<file path="config.mk">
export PLATFORM = sky130hd
export DESIGN_NAME = eprom_prog_seq
export DESIGN_NICKNAME = d
export VERILOG_FILES = /design/src/rtl/eprom_prog_pkg.sv /design/src/rtl/eprom_delay_timer.sv /design/src/rtl/eprom_byte_judge.sv /design/src/rtl/eprom_prog_seq.sv
export SDC_FILE = /design/constraint.sdc
export NUM_CORES = 1
export LEC_CHECK = 0
export ABC_AREA = 1
export BUFFER_PORTS_ARGS = -buffer_cell sky130_fd_sc_hd__buf_2
export CAP_MARGIN = 20
export CORE_ASPECT_RATIO = 1.1
export CORE_UTILIZATION = 40
export CTS_BUF_LIST = sky130_fd_sc_hd__clkbuf_8 sky130_fd_sc_hd__clkbuf_16
export CTS_CLUSTER_DIAMETER = 200
export DETAILED_ROUTE_END_ITERATION = 8
export PLACE_DENSITY_LB_ADDON = 0.05
export REMOVE_ABC_BUFFERS = 1
export SLEW_MARGIN = 20
export SYNTH_ARGS = -nofsm -noshare
export SYNTH_HDL_FRONTEND = slang
export SYNTH_SLANG_ARGS = --single-unit
</file>
<file path="constraint.sdc">
create_clock -name clk -period 3.05 [get_ports clk]
set_input_delay 0.4575 -clock clk [delete_from_list [all_inputs] [get_ports clk]]
set_output_delay 0.4575 -clock clk [all_outputs]
set_load 0.02 [all_outputs]
</file>
<file path="src/rtl/eprom_prog_pkg.sv">
package eprom_prog_pkg;

    typedef enum logic [2:0] {
        ST_IDLE,
        ST_PFETCH,
        ST_PREAD,
        ST_PEVAL,
        ST_PULSE,
        ST_VFETCH,
        ST_VREAD,
        ST_VEVAL
    } seq_state_e;

    typedef enum logic [1:0] {
        JD_MATCH,
        JD_PULSE,
        JD_STUCK
    } judge_e;

    function automatic int cycles_for_us(input int hz, input int us);
        return (hz / 1000) * us / 1000;
    endfunction

    function automatic int max2(input int a, input int b);
        return (a > b) ? a : b;
    endfunction

endpackage

</file>
<file path="src/rtl/eprom_delay_timer.sv">
module eprom_delay_timer #(
    parameter int W = 8
) (
    input  logic         clk,
    input  logic         rst,
    input  logic         load,
    input  logic [W-1:0] load_val,
    output logic         expired
);
    logic [W-1:0] cnt_q;

    always_ff @(posedge clk) begin
        if (rst) begin
            cnt_q <= '0;
        end else if (load) begin
            cnt_q <= load_val;
        end else if (cnt_q != '0) begin
            cnt_q <= cnt_q - 1'b1;
        end
    end

    assign expired = (cnt_q == '0);

    // an idle timer stays at zero until reloaded
    a_r3_timer_rest: assert property (@(posedge clk) disable iff (rst)
        (!$past(load) && $past(cnt_q) == '0) |-> cnt_q == '0);

endmodule

</file>
<file path="src/rtl/eprom_byte_judge.sv">
module eprom_byte_judge
    import eprom_prog_pkg::*;
#(
    parameter int W = 8
) (
    input  logic [W-1:0] want,
    input  logic [W-1:0] seen,
    output judge_e       verdict
);
    logic stuck_bits;

    assign stuck_bits = |(want & ~seen);

    always_comb begin
        if (stuck_bits)        verdict = JD_STUCK;
        else if (want == seen) verdict = JD_MATCH;
        else                   verdict = JD_PULSE;
    end

endmodule

</file>
<file path="src/rtl/eprom_prog_seq.sv">
module eprom_prog_seq
    import eprom_prog_pkg::*;
#(
    parameter int ADDR_W     = 16,
    parameter int DATA_W     = 8,
    parameter int CLK_HZ     = 50_000_000,
    parameter int PULSE_US   = 100,
    parameter int ACC_CYC    = 4,
    parameter int MAX_PULSES = 25
) (
    input  logic              clk,
    input  logic              rst,
    input  logic              start,
    output logic              busy,
    output logic              done,
    output logic              error,
    output logic [ADDR_W-1:0] err_addr,
    output logic [ADDR_W-1:0] src_addr,
    input  logic [DATA_W-1:0] src_data,
    output logic [ADDR_W-1:0] mem_addr,
    output logic [DATA_W-1:0] mem_wdata,
    output logic              mem_drive,
    input  logic [DATA_W-1:0] mem_rdata,
    output logic              mem_ce_n,
    output logic              mem_oe_n,
    output logic              mem_vpp_on,
    output logic              vcc_hi
);
    localparam int PULSE_CYC = cycles_for_us(CLK_HZ, PULSE_US);
    localparam int TW        = $clog2(max2(PULSE_CYC, ACC_CYC) + 1);
    localparam int PCW       = $clog2(MAX_PULSES + 1);
    localparam logic [TW-1:0]     PULSE_LD = TW'(PULSE_CYC - 1);
    localparam logic [TW-1:0]     ACC_LD   = TW'(ACC_CYC - 1);
    localparam logic [PCW-1:0]    PCAP     = PCW'(MAX_PULSES);
    localparam logic [ADDR_W-1:0] LAST_A   = {ADDR_W{1'b1}};
    localparam logic [DATA_W-1:0] BLANK    = {DATA_W{1'b1}};

    seq_state_e        state_q, state_d;
    logic [ADDR_W-1:0] addr_q;
    logic [DATA_W-1:0] tgt_q, rb_q;
    logic [PCW-1:0]    pcnt_q;
    judge_e            verdict;

    logic tmr_load, tmr_exp;
    logic [TW-1:0] tmr_val;
    logic go, cap_tgt, cap_rb, pcnt_clr, pcnt_inc, adv, fail, finish;
    logic at_last;

    eprom_delay_timer #(.W(TW)) u_timer (
        .clk      (clk),
        .rst      (rst),
        .load     (tmr_load),
        .load_val (tmr_val),
        .expired  (tmr_exp)
    );

    eprom_byte_judge #(.W(DATA_W)) u_judge (
        .want    (tgt_q),
        .seen    (rb_q),
        .verdict (verdict)
    );

    assign at_last = (addr_q == LAST_A);

    always_comb begin
        state_d  = state_q;
        tmr_load = 1'b0;
        tmr_val  = ACC_LD;
        go       = 1'b0;
        cap_tgt  = 1'b0;
        cap_rb   = 1'b0;
        pcnt_clr = 1'b0;
        pcnt_inc = 1'b0;
        adv      = 1'b0;
        fail     = 1'b0;
        finish   = 1'b0;
        case (state_q)
            ST_IDLE: begin
                if (start) begin
                    go      = 1'b1;
                    state_d = ST_PFETCH;
                end
            end
            ST_PFETCH: begin
                cap_tgt = 1'b1;
                if (src_data == BLANK) begin
                    adv     = 1'b1;
                    state_d = at_last ? ST_VFETCH : ST_PFETCH;
                end else begin
                    pcnt_clr = 1'b1;
                    tmr_load = 1'b1;
                    state_d  = ST_PREAD;
                end
            end
            ST_PREAD: begin
                if (tmr_exp) begin
                    cap_rb  = 1'b1;
                    state_d = ST_PEVAL;
                end
            end
            ST_PEVAL: begin
                case (verdict)
                    JD_STUCK: begin
                        fail    = 1'b1;
                        state_d = ST_IDLE;
                    end
                    JD_MATCH: begin
                        adv     = 1'b1;
                        state_d = at_last ? ST_VFETCH : ST_PFETCH;
                    end
                    default: begin
                        if (pcnt_q == PCAP) begin
                            fail    = 1'b1;
                            state_d = ST_IDLE;
                        end else begin
                            pcnt_inc = 1'b1;
                            tmr_load = 1'b1;
                            tmr_val  = PULSE_LD;
                            state_d  = ST_PULSE;
                        end
                    end
                endcase
            end
            ST_PULSE: begin
                if (tmr_exp) begin
                    tmr_load = 1'b1;
                    state_d  = ST_PREAD;
                end
            end
            ST_VFETCH: begin
                cap_tgt  = 1'b1;
                tmr_load = 1'b1;
                state_d  = ST_VREAD;
            end
            ST_VREAD: begin
                if (tmr_exp) begin
                    cap_rb  = 1'b1;
                    state_d = ST_VEVAL;
                end
            end
            ST_VEVAL: begin
                if (verdict != JD_MATCH) begin
                    fail    = 1'b1;
                    state_d = ST_IDLE;
                end else if (at_last) begin
                    finish  = 1'b1;
                    state_d = ST_IDLE;
                end else begin
                    adv     = 1'b1;
                    state_d = ST_VFETCH;
                end
            end
            default: state_d = ST_IDLE;
        endcase
    end

    always_ff @(posedge clk) begin
        if (rst) begin
            state_q  <= ST_IDLE;
            addr_q   <= '0;
            tgt_q    <= '0;
            rb_q     <= '0;
            pcnt_q   <= '0;
            busy     <= 1'b0;
            done     <= 1'b0;
            error    <= 1'b0;
            err_addr <= '0;
        end else begin
            state_q <= state_d;
            done    <= 1'b0;
            if (go) begin
                busy   <= 1'b1;
                error  <= 1'b0;
                addr_q <= '0;
            end
            if (cap_tgt) tgt_q <= src_data;
            if (cap_rb)  rb_q  <= mem_rdata;
            if (pcnt_clr)      pcnt_q <= '0;
            else if (pcnt_inc) pcnt_q <= pcnt_q + 1'b1;
            if (adv) addr_q <= addr_q + 1'b1;
            if (fail) begin
                error    <= 1'b1;
                err_addr <= addr_q;
                busy     <= 1'b0;
            end
            if (finish) begin
                done <= 1'b1;
                busy <= 1'b0;
            end
        end
    end

    assign src_addr   = addr_q;
    assign mem_addr   = addr_q;
    assign mem_wdata  = tgt_q;
    assign mem_drive  = (state_q == ST_PULSE);
    assign mem_vpp_on = (state_q == ST_PULSE);
    assign mem_ce_n   = !(state_q inside {ST_PREAD, ST_PULSE, ST_VREAD});
    assign mem_oe_n   = !(state_q inside {ST_PREAD, ST_VREAD});
    assign vcc_hi     = state_q inside {ST_PFETCH, ST_PREAD, ST_PEVAL, ST_PULSE};

    a_r11_vpp_oe_excl: assert property (@(posedge clk) disable iff (rst)
        mem_vpp_on |-> mem_oe_n);

    a_r3_pulse_ctrl: assert property (@(posedge clk) disable iff (rst)
        mem_vpp_on |-> (!mem_ce_n && vcc_hi && busy));

    a_r3_pulse_hold: assert property (@(posedge clk) disable iff (rst)
        (mem_vpp_on && $past(mem_vpp_on)) |-> ($stable(mem_addr) && $stable(mem_wdata)));

    a_r10_done_once: assert property (@(posedge clk) disable iff (rst)
        done |=> !done);

    a_r10_done_idle: assert property (@(posedge clk) disable iff (rst)
        done |-> (!busy && !error));

    a_r8_pulse_cap: assert property (@(posedge clk) disable iff (rst)
        busy |-> (pcnt_q <= PCAP));

    a_r7_stuck_stop: assert property (@(posedge clk) disable iff (rst)
        (state_q == ST_PEVAL && verdict == JD_STUCK) |=> (error && !busy && err_addr == $past(addr_q)));

    a_r1_idle_quiet: assert property (@(posedge clk) disable iff (rst)
        !busy |-> (mem_ce_n && !mem_vpp_on && !vcc_hi));

endmodule

</file>
======== Word level (Yosys, flattened, before mapping) ========
Index checks and enable logic that the tools add are counted.
storage, ports and cells
  register bits after elaboration ......... 72
  input bits .............................. 19
  output and inout port bits .............. 64
  word-level logic and storage cells ...... 97
operators by class
  add/subtract/negate cells ............... 3
  equality and inequality tests ........... 16
  multiplexer cells ....................... 46
  bitwise logic cells ..................... 2
  reductions and logical operators ........ 20
operators with widths
  operator                                             count
  two-way mux 13 bit                                   5
  two-way mux 16 bit                                   2
  two-way mux 3 bit                                    9
  case mux 3 bit (8 select lines)                      1
  two-way mux 1 bit                                    23
  adder 16 x 1 -> 16 bit, second input constant        1
  equality test 16 bit, second input constant          1
  logical NOT 13 bit                                   1
  nonzero test 13 bit                                  1
  subtractor 13 x 1 -> 13 bit, second input constant   1
  equality test 3 bit, second input constant           4
  nonzero test 2 bit                                   5
  bitwise AND 8 bit                                    1
  equality test 8 bit                                  1
  equality test 8 bit, second input constant           1
  NOT 8 bit                                            1
  OR reduction 2 bit                                   4
  OR reduction 8 bit                                   1
  equality test 3 x 2 -> 1 bit, second input constant  2
  inequality test 2 bit, second input constant         3
  case mux 3 bit (2 select lines)                      1
  adder 5 x 1 -> 5 bit, second input constant          1
  equality test 5 bit, second input constant           1
  case mux 1 bit (2 select lines)                      2
  other kinds (13)                                     14

======== Depth between registers and ports, before layout ========
Gate-level depths: netlist (run 1).
  word-level depth ........................ 9
  depth in mapped cells ................... 14
  depth with buffers taken out ............ 14

======== Cells and area by module ========
From an unflattened synthesis (run 1), not the netlist that was laid out.
unflattened totals
  cells, all modules ...................... 576
  area, all modules ....................... 4075.2 um^2
modules (own cells, without submodules)
  module             instances  cells each  area an instance (um^2)  seq. area each (um^2)
  eprom_prog_seq     1          403         2929.1                   1181.1
  eprom_delay_timer  1          139         942.2                    260.2
  eprom_byte_judge   1          34          203.9                    0.0

======== Least setup slack after synthesis (run 1) ========
OpenSTA, ideal clock, no wires.
  path kind ............................... flip-flop to output port
  start point ............................. register state_q[2]
  end point ............................... output port vcc_hi
  data arrival time ....................... 1.494 ns
  data required time ...................... 2.592 ns
  setup slack ............................. 1.098 ns
  stages on the path, launching flop included .. 5
  buffers on the path ..................... 0
  path through ............................ dfxtp_1 inv_1 nor3_1 inv_1 o211ai_1
on the way
  word-level cells in the longest chain between the ends .. 2
  elaborated cells on any way between the ends .. 5
  classes of those cells .................. eq/ne: 4; reduce/logical: 1
RTL lines
  element                   RTL line               RTL
  start: declaration        eprom_prog_seq.sv:38   seq_state_e state_q, state_d;
  start signal: assignment  eprom_prog_seq.sv:169  state_q <= state_d;
  equality test 3 bit       -
  net mem_drive             eprom_prog_seq.sv:22   output logic mem_drive,
  nonzero test 4 bit        eprom_prog_seq.sv:200  assign vcc_hi = state_q inside {ST_PFETCH, ST_PREAD, ST_PEVAL, ST_PULSE};
  end: declaration          eprom_prog_seq.sv:27   output logic vcc_hi
The timed path passes the listed nets, and every way through them passes these cells.

======== Worst setup path in the final report (run 1) ========
  start point ............................. register rb_q[7]
  end point ............................... register err_addr[11]
on the way
  word-level cells in the longest chain between the ends .. 7
  elaborated cells on any way between the ends .. 12
  classes of those cells .................. eq/ne: 2; mux: 5; bitwise: 2; reduce/logical: 3
RTL lines
  element                                                               RTL line                                      RTL
  start: declaration                                                    eprom_prog_seq.sv:40                          logic [DATA_W-1:0] tgt_q, rb_q;
  start signal: assignment                                              eprom_prog_seq.sv:177                         if (cap_rb) rb_q <= mem_rdata;
  NOT 8 bit                                                             eprom_byte_judge.sv:12                        assign stuck_bits = |(want & ~seen);
  bitwise AND 8 bit                                                     eprom_byte_judge.sv:12
  OR reduction 8 bit                                                    eprom_byte_judge.sv:12
  two-way mux 2 bit (*)                                                 eprom_byte_judge.sv:15                        if (stuck_bits) verdict = JD_STUCK;
  equality test 2 bit, or another cell as far along                     eprom_prog_seq.sv:102                         case (verdict)
  case mux 1 bit (2 select lines) or two-way mux 1 bit (tied branches)  eprom_prog_seq.sv:102, eprom_prog_seq.sv:142
  case mux 1 bit (2 select lines) (*)                                   eprom_prog_seq.sv:77                          case (state_q)
  end signal: assignment                                                eprom_prog_seq.sv:183                         err_addr <= addr_q;
  end: declaration                                                      eprom_prog_seq.sv:17                          output logic [ADDR_W-1:0] err_addr,
Mark *: on every way between the ends. The rest lies on a longest branch, timed or not.
A chain may end at the register's enable or synchronous reset.

==> flow_summary.toml, run 1 <==
[placed_design]
gp_congestion = 0.8122
post_dp_cell_area_sq_um = 4129
dpl.cell_count = 704
io_buffers = 82
dp_hpwl_microns = 6495

[grt]
antenna_found_initial = 0
grt_pass1_wl_microns = 15020
grt.total_usage_pct = 19.54
grt_pass1_vias = 3230
grt_max_degree = 28
grt-ovfl-total = 0

[drt]
antenna_left = 0
vias = 3507
drtIter0Drc = 115
finalWirelength_microns = 9062
drc = 0
wire_per_inst_microns = 12.60
first_pass_iters = 4
drt-vias-per-instance = 4.878

[cts]
cts.sinks = 72
cts_hold_buf = 0
cts_max_level = 3
clk_latency_ps = 350
root_buffer = "clkbuf_8"
clockBufferDepth = 2
tritoncts.num_buffers = 9
path_clk_slew_ps = 80
post-cts-setup-buffers = 0
post_cts_resize_count = 0
cts_tree = "done"

[critical_path]
critical_path_class = "flip-flop to flip-flop"
ff2ff_path_depth = 10
worstPathMaxFanout = 27
ff2ff_setup_slack_ps = 700
timing.rr.start = "rb_q[7]"
arrival_ps = 2630
slowest_delay_ps = 740
crit_path_cell_trace = "inv_1, ha_1, nor2_1, nand2_1, nor2_2, nand2_1, o21ai_2, buf_4, o21ai_0, a21oi_1"
slowest_stage = "o21ai_2"
endpoint_kind = "flip-flop"
cpMostUsedCell = "nand2_1"
start_kind = "flip-flop"
timing.rr.end = "err_addr[11]"
cp.required_ps = 3330
cp-startpoint = "rb_q[7]"

[synth]
ys_types = 31
netlist_top_cells_area = "dfxtp_1 (38%), nand2_1 (9.3%), inv_1 (7.3%)"
ys.flop_type = "dfxtp_1"
ys_seq_area_share_pct = 38.45
synth_warnings = 0
synthCells = 535
ys_async_sr_fraction_pct = 0
avgSynthCellArea_sq_um = 7.007
ys_ff_latch = 72
yosysTopAreaCell = "dfxtp_1"
synth_top_cell_area_share_pct = 38.45
synth-edff-count = 0
syn_area_sq_um = 3749

[timing]
period_share_pct = 77.12
rsz0062_at_grt = "no"
max_freq_mhz = 425.2
hold_viol_final = 0
finClkSkew_ps = 9.845
drv_slew = 0
fin_crit_ps = 2352
setup_violations = 0
tns_ps = 0
slew_headroom_pct = 36.71
hold_slack_ps = 366.7
worst_slew_pin_slew_ps = 949.3

[die]
die_h_microns = 103.5
die_x_microns = 94.30
std_cell_rows = 36
start_util_pct = 41.82
die_area_sq_um = 9763
core_area_sq_um = 8964
io_pins = 83

[worst_hold_path]
min_path_type = "input port to flip-flop"
min_to = "mem_wdata[7]"
whs_path_depth = 3
hold_start = "src_data[7]"

[finish]
multi_input_area_sq_um = 1827
post-route-cell-area_sq_um = 4315
fillerInstances = 972
regArea_sq_um = 1441
final_cell_mix = "nand2_1 (93), buf_2 (82), inv_1 (74)"
num-nets-final = 632
layout_commonest_cell = "nand2_1"
antenna-diode-count = 0
utilization_pct = 48.14
drive_gt1_share_pct = 19.01
syn2layout_area_growth_pct = 15.12
finalNonFillerCells = 719

[power_and_ir_drop]
power.density_nw_per_um2 = 777.3
intPower_w = 0.001968
p_sw_share_pct = 41.33
pwr-share-comb_pct = 41.3
leakage_nw = 2.021
p_clk_share_pct = 22.4
ir_worst_vdd_mv = 0.2757
p_switching_w = 0.001386
seq_power_share_pct = 36.3

[job]
drv_cap = 0

[outcome]
status = "completed"
==> critical path: cells and delay by family (launching register included) <==
| kind | cells | cell delay, ps |
|---|---|---|
| buffers and inverters | 2 | 330 |
| adders and majority gates | 1 | 170 |
| DFF | 1 | 310 |
| AOI/OAI and AO/OA | 3 | 960 |
| and+or+nand+nor | 4 | 480 |
==> final cells by class <==
class	count	area share, %
well taps	114	3.305
multi-input cells	358	42.33
repair buffers	86	10.21
clock inverters	5	1.131
inverters	74	6.437
clock buffers	10	3.189
flip-flops and latches	72	33.40
==> flip-flops by register name (all words and copies together) (netlist names), 3 cells and up <==
signal and cells:
mem_addr 16, mem_wdata 8, pcnt_q 5, err_addr 16, u_timer.cnt_q 13, state_q 3
rb_q 8
==> synth_stat cells, types with 2 or more instances <==
| library cell | instances |
|---|---|
| o21ai_0 | 46 |
| nand4_1 | 6 |
| xnor2_1 | 2 |
| dfxtp_1 | 72 |
| buf_4 | 18 |
| inv_1 | 73 |
| nor2_1 | 71 |
| nand2_1 | 93 |
| ha_1 | 12 |
| buf_2 | 3 |
| nor2_4 | 3 |
| nand3_2 | 3 |
| nand3_1 | 36 |
| buf_6 | 2 |
| clkbuf_1 | 8 |
| nand2_2 | 2 |
| nor3_1 | 10 |
| xor2_1 | 11 |
| a21oi_1 | 50 |
| nor3b_1 | 3 |
==> how the worst max path moves through the flow <==
stage	slack, ps	to
5_1_grt	340	err_addr[12]
3_5_place_dp	680	err_addr[11]
3_3_place_gp	750	err_addr[11]
2_1_floorplan	720	vcc_hi
4_1_cts	660	err_addr[11]
6_report	700	err_addr[11]
==> stage by stage <==
step           worst slack, ps  power, W
3_5_place_dp             684.5  0.002636
4_1_cts                  656.1  0.003398
5_1_grt                  337.2  0.003660
2_1_floorplan            721.5  0.002267
3_3_place_gp             751.8  0.002623
6_report                 697.9  0.003354
==> cells by family (layout without fill, tap and decap cells) <==
| family | after synthesis | in the layout | synth area share (%) |
|---|---|---|---|
| and+or+nand+nor | 230 | 230 | 27.10 |
| buffers and inverters | 105 | 175 | 12.82 |
| AOI/OAI and AO/OA | 103 | 103 | 14.59 |
| DFF | 72 | 72 | 38.45 |
| xor gates and xnor gates | 13 | 13 | 3.037 |
| adders and majority gates | 12 | 12 | 4.005 |
==> metal layers <==
layer	global-route usage [%]	vias to the layer above	wire length [microns]
li1	-	1836	-
met1	24.25	1590	4209
met2	32.82	71	4387
met3	3.891	10	338
met4	7.363	0	128
met5	0	-	0
==> power groups by stage <==
stage / combinational [W] / clock [W] / sequential, W
after floorplan: 0.000949 / 0 / 0.00132
after global placement: 0.00139 / 0 / 0.00123
after detailed placement: 0.00140 / 0 / 0.00124
after CTS: 0.00141 / 0.000774 / 0.00122
after global routing: 0.00161 / 0.000813 / 0.00124
final: 0.00139 / 0.000751 / 0.00122
Note: power is estimated with default switching activity, not from simulation.
==> inputs of run 2 (changes only) <==
--- a/config.mk
+++ b/config.mk
@@ -5,7 +5,7 @@
 export SDC_FILE = /design/constraint.sdc
 export NUM_CORES = 1
 export LEC_CHECK = 0
-export ABC_AREA = 1
+export ABC_AREA = 0
 export BUFFER_PORTS_ARGS = -buffer_cell sky130_fd_sc_hd__buf_2
 export CAP_MARGIN = 20
 export CORE_ASPECT_RATIO = 1.1
==> constraint.sdc (replaced) <==
create_clock -name clk -period 1.9 [get_ports clk]
set_input_delay 0.285 -clock clk [delete_from_list [all_inputs] [get_ports clk]]
set_output_delay 0.285 -clock clk [all_outputs]
set_load 0.02 [all_outputs]
==> run 2 against run 1 <==
  * The flow now finishes with violations (negative setup slack)
  * Sequential cell count unchanged
  * Worst hold slack got worse by 210 ps
  * Sequential share of layout area fell by 5.5 points
  * Largest cell class unchanged
  * Wire length is 10% higher
==> flow_summary.toml, run 2 <==
[finish]
final_cell_mix = "buf_2 (82), buf_4 (68), dfxtp_1 (67)"
fillerInstances = 797
drive_gt1_share_pct = 41.68
layout_commonest_cell = "buf_2"
antenna-diode-count = 0
num-nets-final = 597
syn2layout_area_growth_pct = 45.43

[synth]
syn_area_sq_um = 3570
synth.most_common_cell = "dfxtp_1"
avgSynthCellArea_sq_um = 8.459
synth-simple-area-share_pct = 23.48
synth-xor-area-share_pct = 3.435
ys_seq_area_share_pct = 40.38
ys_ff_latch = 72
netlist_top_cells_area = "dfxtp_1 (40%), mux2i_1 (7.0%), nor2_1 (5.3%)"
ys_types = 49
synth_fa_ha_area_share_pct = 4.206
ys.flop_type = "dfxtp_1"
yosysTopAreaCell = "dfxtp_1"
synth-edff-count = 0
synth_compound_area_share_pct = 13.42
synthCells = 422
yosys-top-cells-count = "dfxtp_1 (72), nor2_1 (50), nand2_1 (39)"
synth_top_family_by_area = "simple AND/OR/NAND/NOR gates"
synth_warnings = 0
synth_top_cell_area_share_pct = 40.38
synthMuxAreaShare_pct = 7.010
ys_async_sr_fraction_pct = 0

[cts]
cts_max_level = 3
tritoncts.num_buffers = 9
cts_tree = "done"
cts.sinks = 72
clockBufferDepth = 2
root_buffer = "clkbuf_8"
path_clk_slew_ps = 80
clk_latency_ps = 360

[drt]
drc = 0
wire_per_inst_microns = 14.67
drtIter0Drc = 92
finalWirelength_microns = 10010
vias = 3505
antenna_left = 0
drt-vias-per-instance = 5.139
first_pass_iters = 4

[timing]
max_freq_mhz = 381.6
fin_crit_ps = 2620
rsz0062_at_grt = "yes"
hold_slack_ps = 152.4
worst_slew_pin_slew_ps = 467.7
setup_violations = 55
setup_ws_ps = -720.3
drv_slew = 0
hold_viol_final = 0
finClkSkew_ps = 5.565
period_share_pct = 137.9
slew_headroom_pct = 68.53

[worst_hold_path]
min_path_type = "input port to flip-flop"
hold_start = "mem_rdata[2]"
whs_path_depth = 3
min_to = "rb_q[2]"

[grt]
grt_pass1_vias = 3358
grt-ovfl-total = 0
grt.total_usage_pct = 22.30
antenna_found_initial = 0
grt_pass1_wl_microns = 16210
grt_max_degree = 18

[power_and_ir_drop]
p_sw_share_pct = 32.73
p_switching_w = 0.001546
ir_worst_vdd_mv = 0.6016
seq_power_share_pct = 36.2
leakage_nw = 2.305
power.density_nw_per_um2 = 909.8
pwr-share-comb_pct = 34.0
intPower_w = 0.003177
p_clk_share_pct = 29.8

[critical_path]
crit_path_cell_trace = "inv_2, ha_4, or4_4, or3_4, or4_4, buf_6, or3_1, a21oi_1"
ff2ff_setup_slack_ps = -720
timing.rr.end = "pcnt_q[2]"
endpoint_kind = "flip-flop"
cpMostUsedCell = "or4_4"
cp_top_family = "simple AND/OR/NAND/NOR gates"
cp.buffers_inverters = 2
critical_path_class = "flip-flop to flip-flop"
timing.rr.start = "rb_q[1]"
slowest_stage = "or4_4"
slowest_delay_ps = 560
start_kind = "flip-flop"
worstPathMaxFanout = 6
ff2ff_path_depth = 8
cp.required_ps = 2190
arrival_ps = 2910

[outcome]
status = "complete, but fails checks"
violations = "negative setup slack"

[die]
die_x_microns = 92.07
start_util_pct = 42.02
die_h_microns = 101.1
die_area_sq_um = 9306
std_cell_rows = 35
io_pins = 83
core_area_sq_um = 8496

[placed_design]
gp_congestion = 0.7954
pre_cts_ws_ps = -879.2
io_buffers = 82
dp_hpwl_microns = 6940

[job]
drv_cap = 0
## run 2: cell families after synthesis
group,after synthesis
XOR/XNOR,14
flip-flops,72
AND/OR/NAND/NOR,168
multiplexers,25
buffers and inverters,59
AO/OA/AOI/OAI,72
adder cells (fa/ha/maj),12
## run 2: area by class of cell
| cell class | instances | area [sq um] | share of cell area, % |
|---|---|---|---|
| clock buffers | 10 | 137.6 | 2.651 |
| clock inverters | 6 | 91.34 | 1.759 |
| inverters | 21 | 78.83 | 1.518 |
| multi-input cells | 291 | 2090 | 40.25 |
| flip-flops and latches | 72 | 1448 | 27.89 |
| well taps | 111 | 138.9 | 2.675 |
| repair buffers | 171 | 1207 | 23.26 |
## run 2: worst register-to-register path, cell delays in order (launching register included)
cell	delay (ps)
dfxtp_2	340
inv_2	40
ha_4	140
or4_4	520
or3_4	380
or4_4	560
buf_6	160
or3_1	300
a21oi_1	120
## run 2: power groups by stage
stage	combinational, W	clock (W)	sequential [W]
floorplan	0.000777	0	0.00177
global placement	0.00135	0	0.00174
finish	0.00161	0.00141	0.00171
detailed placement	0.00135	0	0.00174
CTS	0.00157	0.00143	0.00171
global route	0.00177	0.00149	0.00173
## run 2: worst max-delay path by stage
stage                      start         end  slack [ps]  depth (start not counted)
floorplan           mem_wdata[5]   pcnt_q[4]       -1030                          6
global placement         rb_q[5]   pcnt_q[4]        -810                          7
detailed placement       rb_q[5]   pcnt_q[3]        -880                          7
CTS                      rb_q[1]   pcnt_q[2]        -750                          8
global route             rb_q[5]  state_q[2]        -770                         12
finish                   rb_q[1]   pcnt_q[2]        -720                          8
## run 2: timing repair
action / in CTS / in global routing
gates resized for setup: 60 / 26
pin swaps: 20 / 15
endpoints found under the setup margin: 55 / 65
hold buffers: 0 / 0
gates cloned: 4 / 0
setup buffers: 7 / 4
## run 2: per-stage QoR
stage          TNS [ps]  std cells  util (%)  area [sq um]  power, W
6_report         -29760        682     61.10          5191  0.004723
5_1_grt          -34940        682     61.10          5191  0.004986
4_1_cts          -29390        679     59.94          5092  0.004711
3_5_place_dp     -25190        652     52.84          4489  0.003092
3_3_place_gp     -23780        652     52.84          4489  0.003085
2_1_floorplan    -38510        384         -          3361  0.002549
## run 2: per-layer routing
metal / share of wire (%) / vias to the layer above / track usage, %
met5: 0 / - / 0
met4: 2.3 / 0 / 9.375
met3: 3.5 / 16 / 4.148
met2: 50 / 84 / 40.07
met1: 44 / 1639 / 25.95
li1: - / 1766 / -
